**src/rtl/gsp_pkg.sv**
```systemverilog
package gsp_pkg;
  typedef enum logic {
    RUN_IDLE   = 1'b0,
    RUN_ACTIVE = 1'b1
  } run_e;
endpackage

```
**src/rtl/gsp_period_ctr.sv**
```systemverilog
module gsp_period_ctr
  import gsp_pkg::*;
#(
  parameter int unsigned CNT_W  = 16,
  parameter int unsigned CAP_AT = 33
) (
  input  logic             clk_i,
  input  logic             rst_ni,
  input  logic             lat_i,
  input  logic             tmg_rst_en_i,
  input  logic             rpt_en_i,
  output logic [CNT_W-1:0] cnt_o,
  output logic             run_o,
  output logic             period_end_o,
  output logic             fault_cap_o
);
  localparam logic [CNT_W-1:0] CNT_MAX = '1;
  localparam logic [CNT_W-1:0] CAP_PRE = CNT_W'(CAP_AT - 1);

  run_e             run_q;
  logic [CNT_W-1:0] cnt_q;
  logic             end_q, fcap_q;
  logic             restart, wrap, running;

  assign running = (run_q == RUN_ACTIVE);
  assign restart = lat_i && (tmg_rst_en_i || !running);
  assign wrap    = running && (cnt_q == CNT_MAX);

  always_ff @(posedge clk_i or negedge rst_ni) begin
    if (!rst_ni) begin
      run_q  <= RUN_IDLE;
      cnt_q  <= '0;
      end_q  <= 1'b0;
      fcap_q <= 1'b0;
    end else begin
      end_q  <= !restart && wrap;
      fcap_q <= !restart && running && (cnt_q == CAP_PRE);
      if (restart) begin
        run_q <= RUN_ACTIVE;
        cnt_q <= '0;
      end else if (running) begin
        cnt_q <= cnt_q + CNT_W'(1);
        if (wrap && !rpt_en_i) run_q <= RUN_IDLE;
      end
    end
  end

  assign cnt_o        = cnt_q;
  assign run_o        = running;
  assign period_end_o = end_q;
  assign fault_cap_o  = fcap_q;

  AST_CNT_STEP: assert property (@(posedge clk_i) disable iff (!rst_ni)
    running && !lat_i && cnt_q != CNT_MAX |=> cnt_q == $past(cnt_q) + CNT_W'(1));
  AST_IDLE_HOLD: assert property (@(posedge clk_i) disable iff (!rst_ni)
    !running && !lat_i |=> !running && cnt_q == '0);
endmodule

```
**src/rtl/gsp_refresh_ctl.sv**
```systemverilog
module gsp_refresh_ctl #(
  parameter int unsigned CNT_W = 16
) (
  input  logic clk_i,
  input  logic rst_ni,
  input  logic lat_i,
  input  logic defer_en_i,
  output logic copy_direct_o,
  output logic copy_stage_o,
  output logic commit_o
);
  localparam logic [CNT_W-1:0] WAIT_MAX = '1;

  logic             pend_q, commit_q;
  logic [CNT_W-1:0] wait_q;
  logic             due;

  assign due           = pend_q && (wait_q == WAIT_MAX);
  assign copy_direct_o = lat_i && !defer_en_i;
  assign copy_stage_o  = due && !copy_direct_o;

  always_ff @(posedge clk_i or negedge rst_ni) begin
    if (!rst_ni) begin
      pend_q   <= 1'b0;
      wait_q   <= '0;
      commit_q <= 1'b0;
    end else begin
      commit_q <= copy_direct_o || copy_stage_o;
      if (lat_i && defer_en_i) begin
        pend_q <= 1'b1;
        wait_q <= '0;
      end else if (lat_i || due) begin
        pend_q <= 1'b0;
      end else if (pend_q) begin
        wait_q <= wait_q + CNT_W'(1);
      end
    end
  end

  assign commit_o = commit_q;

  AST_DEFER_HOLD: assert property (@(posedge clk_i) disable iff (!rst_ni)
    !pend_q && lat_i && defer_en_i |=> !commit_q);
  AST_DIRECT_COMMIT: assert property (@(posedge clk_i) disable iff (!rst_ni)
    lat_i && !defer_en_i |=> commit_q && !pend_q);
endmodule

```
**src/rtl/gsp_gs_bank.sv**
```systemverilog
module gsp_gs_bank #(
  parameter int unsigned CNT_W  = 16,
  parameter int unsigned NUM_CH = 48
) (
  input  logic                    clk_i,
  input  logic                    rst_ni,
  input  logic                    lat_i,
  input  logic                    copy_direct_i,
  input  logic                    copy_stage_i,
  input  logic [NUM_CH*CNT_W-1:0] gs_data_i,
  input  logic [CNT_W-1:0]        cnt_i,
  input  logic                    blank_i,
  output logic [NUM_CH-1:0]       pwm_o
);
  for (genvar ch = 0; ch < NUM_CH; ch++) begin : g_ch
    logic [CNT_W-1:0] stage_q, act_q;
    logic [CNT_W-1:0] wr_val;
    assign wr_val = gs_data_i[ch*CNT_W +: CNT_W];

    always_ff @(posedge clk_i or negedge rst_ni) begin
      if (!rst_ni) begin
        stage_q <= '0;
        act_q   <= '0;
      end else begin
        if (lat_i) stage_q <= wr_val;
        if (copy_direct_i)     act_q <= wr_val;
        else if (copy_stage_i) act_q <= stage_q;
      end
    end

    assign pwm_o[ch] = !blank_i && (cnt_i <= act_q);
  end
endmodule

```
**src/rtl/gs_period_seq.sv**
```systemverilog
module gs_period_seq #(
  parameter int unsigned CNT_W  = 16,
  parameter int unsigned NUM_CH = 48,
  parameter int unsigned CAP_AT = 33
) (
  input  logic                    clk_i,
  input  logic                    rst_ni,
  input  logic                    lat_i,
  input  logic                    rpt_en_i,
  input  logic                    tmg_rst_en_i,
  input  logic                    defer_en_i,
  input  logic [NUM_CH*CNT_W-1:0] gs_data_i,
  output logic [CNT_W-1:0]        cnt_o,
  output logic                    force_off_o,
  output logic                    period_end_o,
  output logic                    commit_o,
  output logic                    fault_cap_o,
  output logic [NUM_CH-1:0]       pwm_o
);
  localparam logic [CNT_W-1:0] CNT_MAX = '1;
  localparam logic [CNT_W-1:0] CAP_VAL = CNT_W'(CAP_AT);

  logic run, copy_direct, copy_stage;

  gsp_period_ctr #(.CNT_W(CNT_W), .CAP_AT(CAP_AT)) i_ctr (
    .clk_i, .rst_ni, .lat_i, .tmg_rst_en_i, .rpt_en_i,
    .cnt_o, .run_o(run), .period_end_o, .fault_cap_o
  );

  gsp_refresh_ctl #(.CNT_W(CNT_W)) i_refresh (
    .clk_i, .rst_ni, .lat_i, .defer_en_i,
    .copy_direct_o(copy_direct), .copy_stage_o(copy_stage), .commit_o
  );

  assign force_off_o = !run || (cnt_o == '0);

  gsp_gs_bank #(.CNT_W(CNT_W), .NUM_CH(NUM_CH)) i_bank (
    .clk_i, .rst_ni, .lat_i,
    .copy_direct_i(copy_direct), .copy_stage_i(copy_stage),
    .gs_data_i, .cnt_i(cnt_o), .blank_i(force_off_o), .pwm_o
  );

  AST_BLANK_DARK: assert property (@(posedge clk_i) disable iff (!rst_ni)
    force_off_o |-> pwm_o == '0);
  AST_END_WRAP: assert property (@(posedge clk_i) disable iff (!rst_ni)
    period_end_o |-> cnt_o == '0 && $past(cnt_o) == CNT_MAX);
  AST_SINGLE_HALT: assert property (@(posedge clk_i) disable iff (!rst_ni)
    !force_off_o && cnt_o == CNT_MAX && !rpt_en_i && !lat_i |=> force_off_o && period_end_o);
  AST_TMG_CLEAR: assert property (@(posedge clk_i) disable iff (!rst_ni)
    lat_i && tmg_rst_en_i |=> cnt_o == '0 && force_off_o);
  AST_FCAP_AT: assert property (@(posedge clk_i) disable iff (!rst_ni)
    fault_cap_o |-> cnt_o == CAP_VAL && !force_off_o);
endmodule

```
**config.mk**
```make
export PLATFORM = sky130hd
export DESIGN_NAME = gs_period_seq
export DESIGN_NICKNAME = d
export VERILOG_FILES = /design/src/rtl/gsp_pkg.sv /design/src/rtl/gsp_period_ctr.sv /design/src/rtl/gsp_refresh_ctl.sv /design/src/rtl/gsp_gs_bank.sv /design/src/rtl/gs_period_seq.sv
export SDC_FILE = /design/constraint.sdc
export NUM_CORES = 2
export LEC_CHECK = 0
export BUFFER_PORTS_ARGS = -buffer_cell sky130_fd_sc_hd__buf_2
export CAP_MARGIN = 40
export CORE_MARGIN = 2
export CORE_UTILIZATION = 45
export DETAILED_ROUTE_END_ITERATION = 7
export HOLD_SLACK_MARGIN = 0.03
export PLACE_DENSITY = 0.65
export SYNTH_ARGS = -nofsm -noshare
export SYNTH_HDL_FRONTEND = slang
export SYNTH_SLANG_ARGS = --single-unit
```
**constraint.sdc**
```tcl
create_clock -name clk_i -period 3.6 [get_ports clk_i]
set_input_delay 0.72 -clock clk_i [delete_from_list [all_inputs] [get_ports clk_i]]
set_output_delay 0.72 -clock clk_i [all_outputs]
set_load 0.01 [all_outputs]
```
# After elaboration in Yosys (flattened, before gate mapping)
# Cells that the tools add are included.
dict set report totals {
  reg_bits 1573
  inputBits 774
  output_inout_bits 68
  wordCells 337
}
dict set report classes {
  add_sub_neg 2
  order_cmp 48
  n_eq_ne 4
  mux 106
  n_reduce_logical 74
}
# op count
set op_table {}
lappend op_table {{$mux 16} 101}
lappend op_table {{$le 16x16->1} 48}
lappend op_table {{$logic_and 1x1->1} 58}
lappend op_table {{$add 16x1->16 const B} 2}
lappend op_table {{$eq 16x16->1 const B} 2}
lappend op_table {{$eq 16x6->1 const B} 1}
lappend op_table {{$logic_not 16->1} 1}
lappend op_table {{$reduce_bool 2->1} 4}
lappend op_table {{$logic_not 1->1} 6}
lappend op_table {{$mux 1} 5}
lappend op_table {{$logic_or 1x1->1} 4}
lappend op_table {{$ne 2x1->1 const B} 1}
lappend op_table {{$reduce_and 2->1} 1}

# Logic depth before layout (Yosys ltp)
dict set report logic_depth {
  depth_word 6
  mapped_depth 9
  depth_no_buf 7
}

# By module
# From an unflattened synthesis, not the netlist that was laid out.
dict set report hier_totals {
  hier_cells 7855
  hier_area_um2 85154.2
}
# module n_inst cells_per_inst area_each_um2 seq_area_each_um2
set modules_own_cells {}
lappend modules_own_cells {gsp_gs_bank 1 7650 83143.5 38436.9}
lappend modules_own_cells {gsp_refresh_ctl 1 104 1002.2 450.4}
lappend modules_own_cells {gsp_period_ctr 1 96 962.2 475.5}
lappend modules_own_cells {gs_period_seq 1 5 46.3 0.0}

# Worst setup path after synthesis
# Ideal clock, no wire load.
dict set report synth_path {
  path_type {register -> output}
  startpoint {register i_ctr.cnt_q[0] (netlist: i_ctr.cnt_o[0])}
  endpoint {output pwm_o[19]}
  arrival_ns 2.826
  required_time_ns 2.880
  setup_slack_ns 0.054
  stages_incl_launch_ff 9
  path_buffers 2
  path_cell_list {dfrtp_1 inv_1 ha_1 nor4b_1 nand4_1 o21ai_1 clkbuf_1 buf_2 a21oi_1}
}
dict set report synth_between {
  elab_chain_cells 4
  elab_cells_between_ends 5
  classes_between {order compare (1); reduce/logical (4)}
}
# item line_no
set synth_lines {}
lappend synth_lines {{start, declared} gsp_period_ctr.sv:21} ;# logic [CNT_W-1:0] cnt_q;
lappend synth_lines {{start signal, assigned} gsp_period_ctr.sv:42} ;# cnt_q <= cnt_q + CNT_W'(1);
lappend synth_lines {{parallel branches: the longest is 3 deep, another holds $le 16x16->1} --}
lappend synth_lines {{$logic_and 1x1->1 (*)} gsp_gs_bank.sv:31} ;# assign pwm_o[ch] = !blank_i && (cnt_i <= act_q);
lappend synth_lines {{end, declared} gs_period_seq.sv:18} ;# output logic [NUM_CH-1:0] pwm_o
# Every way passes the cells marked *.

# Worst setup path in the final report
dict set report layout_path {
  startpoint {register i_ctr.cnt_q[13] (netlist: i_ctr.cnt_o[13])}
  endpoint {output pwm_o[42]}
}
# Same word-level chain as after synthesis.

==> flow_metrics.env <==
export IMPL_status="finished, violations left"
export IMPL_failed_checks="negative setup slack"
export IMPL_synth_area_um2=83500
export IMPL_cts_sinks=1573
export IMPL_io_pins=842
export IMPL_wl_per_cell_um=23.1
export IMPL_post_route_cells_drive_above_1_share_pct=25.2
export IMPL_gp_congestion=0.912
export IMPL_ys_seq_area_share_pct=47.1
export IMPL_dr_first_iter_drc_count=5256
export IMPL_setup_viol=49
export IMPL_yosys_warnings=0
export IMPL_worst_slew_pin_transition_ns=0.959
export IMPL_reg2reg_depth=8
export IMPL_finClkSkew_ns=0.0553
export IMPL_synth_compound_area_share_pct=10.0
export IMPL_drt_pre_antenna_iters=6
export IMPL_critPathSlowestCell="dfrtp_4"
export IMPL_drcViolationCount=0
export IMPL_postSynthCellCount=8692
export IMPL_max_freq_ghz=0.256
export IMPL_cp_end_kind="output pin"
export IMPL_layout_setup_ws_ns=-0.311
export IMPL_finalSetupTns_ns=-11.66
export IMPL_critPathKind="reg2out"
export IMPL_placementRows=158
export IMPL_synth_top_family_by_area="simple AND/OR/NAND/NOR gates"
export IMPL_synth_simple_area_share_pct=14.9
export IMPL_cts_clk_slew_worst_paths_ns=0.06
export IMPL_area_growth_synth_to_final_pct=20.1
export IMPL_rr_endpoint="i_bank.g_ch[11].act_q[13]$_DFFE_PN0P_"
export IMPL_vias=69500
export IMPL_hold_ws_ns=0.109
export IMPL_die_x_um=435
export IMPL_clockRootBuffer="clkbuf_16"
export IMPL_maxCapViolations=0
export IMPL_critPathRequiredTime_ns=2.88
export IMPL_design_area_um2=100000
export IMPL_pre_cts_ws_ns=0.113
export IMPL_muxShareOfSynthArea_pct=10.4
export IMPL_synth_edff_count=0
export IMPL_cts_buffer_depth=3
export IMPL_crit_start="i_ctr.cnt_o[13]$_DFFE_PN0P_"
export IMPL_yosys_most_used_dff="dfrtp_1"
export IMPL_period_needed_ns=3.91
export IMPL_cp_cell_sequence="buf_12 -> buf_12 -> ha_1 -> nand4_1 -> nor4_2 -> buf_4 -> nand4_1 -> a21oi_2 -> buf_4"
export IMPL_synth_async_reset_ratio_pct=100
export IMPL_vdd_ir_drop_max_uv=501
export IMPL_cp_max_fo=7
export IMPL_p_leak_nw=49.6
export IMPL_initial_utilization_pct=45.2
export IMPL_die_area_um2=189000
export IMPL_relSlewSlack_pct=36.0
export IMPL_avgSynthCellArea_um2=9.61
export IMPL_ys_types=39
export IMPL_track_usage_pct=28.9
export IMPL_hpwl_um=185000
export IMPL_synth_xor_area_share_pct=0.210
export IMPL_synth_area_top_cells="dfrtp_1 47%, ha_1 12%, mux2_2 10%, nand2_1 7.4%, a31oi_1 5.8%"
export IMPL_most_common_layout_cells="1650 x nand2_1, 1558 x dfrtp_1, 889 x nor2_1, 833 x buf_2, 769 x a31oi_1"
export IMPL_cts_tree="yes"
export IMPL_synth_top_area_share_pct=47.1
export IMPL_synth_seq_cells=1573
export IMPL_hold_violations=0
export IMPL_viasPerCell=5.68
export IMPL_cts_max_level=4
export IMPL_synth_area_leader_cell="dfrtp_1"
export IMPL_grt_first_pass_wirelength_um=419000
export IMPL_critical_path_arrival_ns=3.19
export IMPL_fillers=16100
export IMPL_io_buffers=841
export IMPL_final_nets=11100
export IMPL_finalNonFillerCells=12200
export IMPL_wirelength_um=283000
export IMPL_core_area_um2=185000
export IMPL_placed_area_um2=91200
export IMPL_grt_max_degree=151
export IMPL_reg2reg_slack_ns=0.92
export IMPL_final_common_cell="nand2_1"
export IMPL_dp_cells=11800
export IMPL_dieHeight_um=435
export IMPL_startpoint_type="register"
export IMPL_power_density_nw_per_um2=491
export IMPL_final_antenna_net_count=0
export IMPL_cpPeakStageDelay_ns=0.55
export IMPL_syn_nets=10200
export IMPL_synth_fa_ha_area_share_pct=11.6
export IMPL_grt_overflow_total=0
export IMPL_cts_buffers=174
export IMPL_cp_endpoint="pwm_o[42]"
export IMPL_hold_path_class="in2reg"
export IMPL_grt_setup_unrepaired="yes"
export IMPL_grt_pass1_vias=69600
export IMPL_antenna_found_initial=36
export IMPL_clk_latency_ns=0.86
export IMPL_maxSlewViolCount=0
export IMPL_reg2reg_from="i_refresh.wait_q[0]$_DFFE_PN0P_"
export IMPL_finalCritPeriodShare_pct=109
[cells in the mapped netlist (5+ instances only)]
library cell and count:
a211oi_1 48, a21bo_2 48, a21oi_1 294, a31oi_1 769, and2_1 49, and3_1 5
buf_2 173, buf_4 53, clkbuf_1 206, dfrtp_1 1573, ha_1 771, inv_1 725
mux2_2 768, mux2i_1 6, nand2_1 1650, nand3_1 12, nand4_1 200, nor2_1 890
nor2b_1 49, nor3_1 102, nor4_1 54, o2111ai_1 50, o21ai_0 155, xnor2_1 5
xor2_1 15
[power by group]
| part | internal (mW) | leakage, nW | total, mW | switching [mW] |
|---|---|---|---|---|
| sequential | 19.7 | 17.8 | 20.9 | 1.27 |
| clock | 10.5 | 2.84 | 18.3 | 7.77 |
| combinational | 4.10 | 28.9 | 9.99 | 5.89 |
| total | 34.3 | 49.6 | 49.2 | 14.9 |
[final cells by class]
cell class	instances	area (um^2)	area share [%]
Multi-Input combinational cell	5957	40900	40.8
Sequential cell	1573	39400	39.3
Timing Repair Buffer	1149	8290	8.26
Clock buffer	249	4930	4.91
Tap cell	2480	3100	3.09
Inverter	725	2730	2.72
Clock inverter	67	883	0.881
Antenna cell	22	55.1	0.0549
[how the worst min path moves through the flow]
stage,cells after the start,end,start,slack [ns]
final,2,i_bank.g_ch[16].stage_q[14]$_DFFE_PN0P_,gs_data_i[270],0.11
after CTS,2,i_bank.g_ch[16].stage_q[14]$_DFFE_PN0P_,gs_data_i[270],0.05
after global routing,2,i_bank.g_ch[16].stage_q[14]$_DFFE_PN0P_,gs_data_i[270],0.09
after global placement,1,i_refresh.wait_q[8]$_DFFE_PN0P_,i_refresh.wait_q[8]$_DFFE_PN0P_,0.46
after detailed placement,1,i_refresh.wait_q[8]$_DFFE_PN0P_,i_refresh.wait_q[8]$_DFFE_PN0P_,0.48
after floorplan,0,i_bank.g_ch[0].act_q[0]$_DFFE_PN0P_,rst_ni,0.42
[what timing repair did]
item,4_1_cts,5_1_grt
buffers inserted,77,33
endpoints found under the hold margin,40,0
endpoints found under the setup margin,49,49
gates cloned,10,9
hold buffers,1,0
pin swaps,129,87
resized for setup,178,98
[state kept, by name, summed over array words and instances, names as in the netlist]
signal,cells
i_ctr.run_o,1
i_ctr.fault_cap_o,1
i_refresh.wait_q,16
i_ctr.cnt_o,16
i_refresh.pend_q,1
i_refresh.commit_o,1
i_bank.g_ch.act_q,768
i_bank.g_ch.stage_q,768
i_ctr.period_end_o,1
[worst max-delay path, delay by kind of cell (launching register included)]
family,cells,cell delay [ns]
flip-flops,1,0.55
buffers and inverters,4,0.67
AND/OR/NAND/NOR,3,0.56
AO/OA/AOI/OAI,1,0.22
adder cells (fa/ha/maj),1,0.31
[metal layers]
metal	track usage (%)	part of all wire, %
met1	36.1	41
met2	47.0	47
met3	4.78	5.8
met4	17.4	6.7
met5	0	0.026
[through the flow]
step                power, mW  util (%)
floorplan                25.9         -
global placement         30.0      49.3
detailed placement       30.3      49.3
CTS                      49.3      53.6
global route             51.5      54.2
finish                   49.2      54.2
[cell families (layout without fill, tap and decap cells)]
group,Yosys count,count (layout)
simple gates,3025,3025
flops,1573,1573
compound gates,1367,1367
buf+inv,1162,2190
mux,774,774
fa+ha+maj,771,771
xor+xnor,20,20
other cells,0,22
Power figures use the tool's default switching activity.
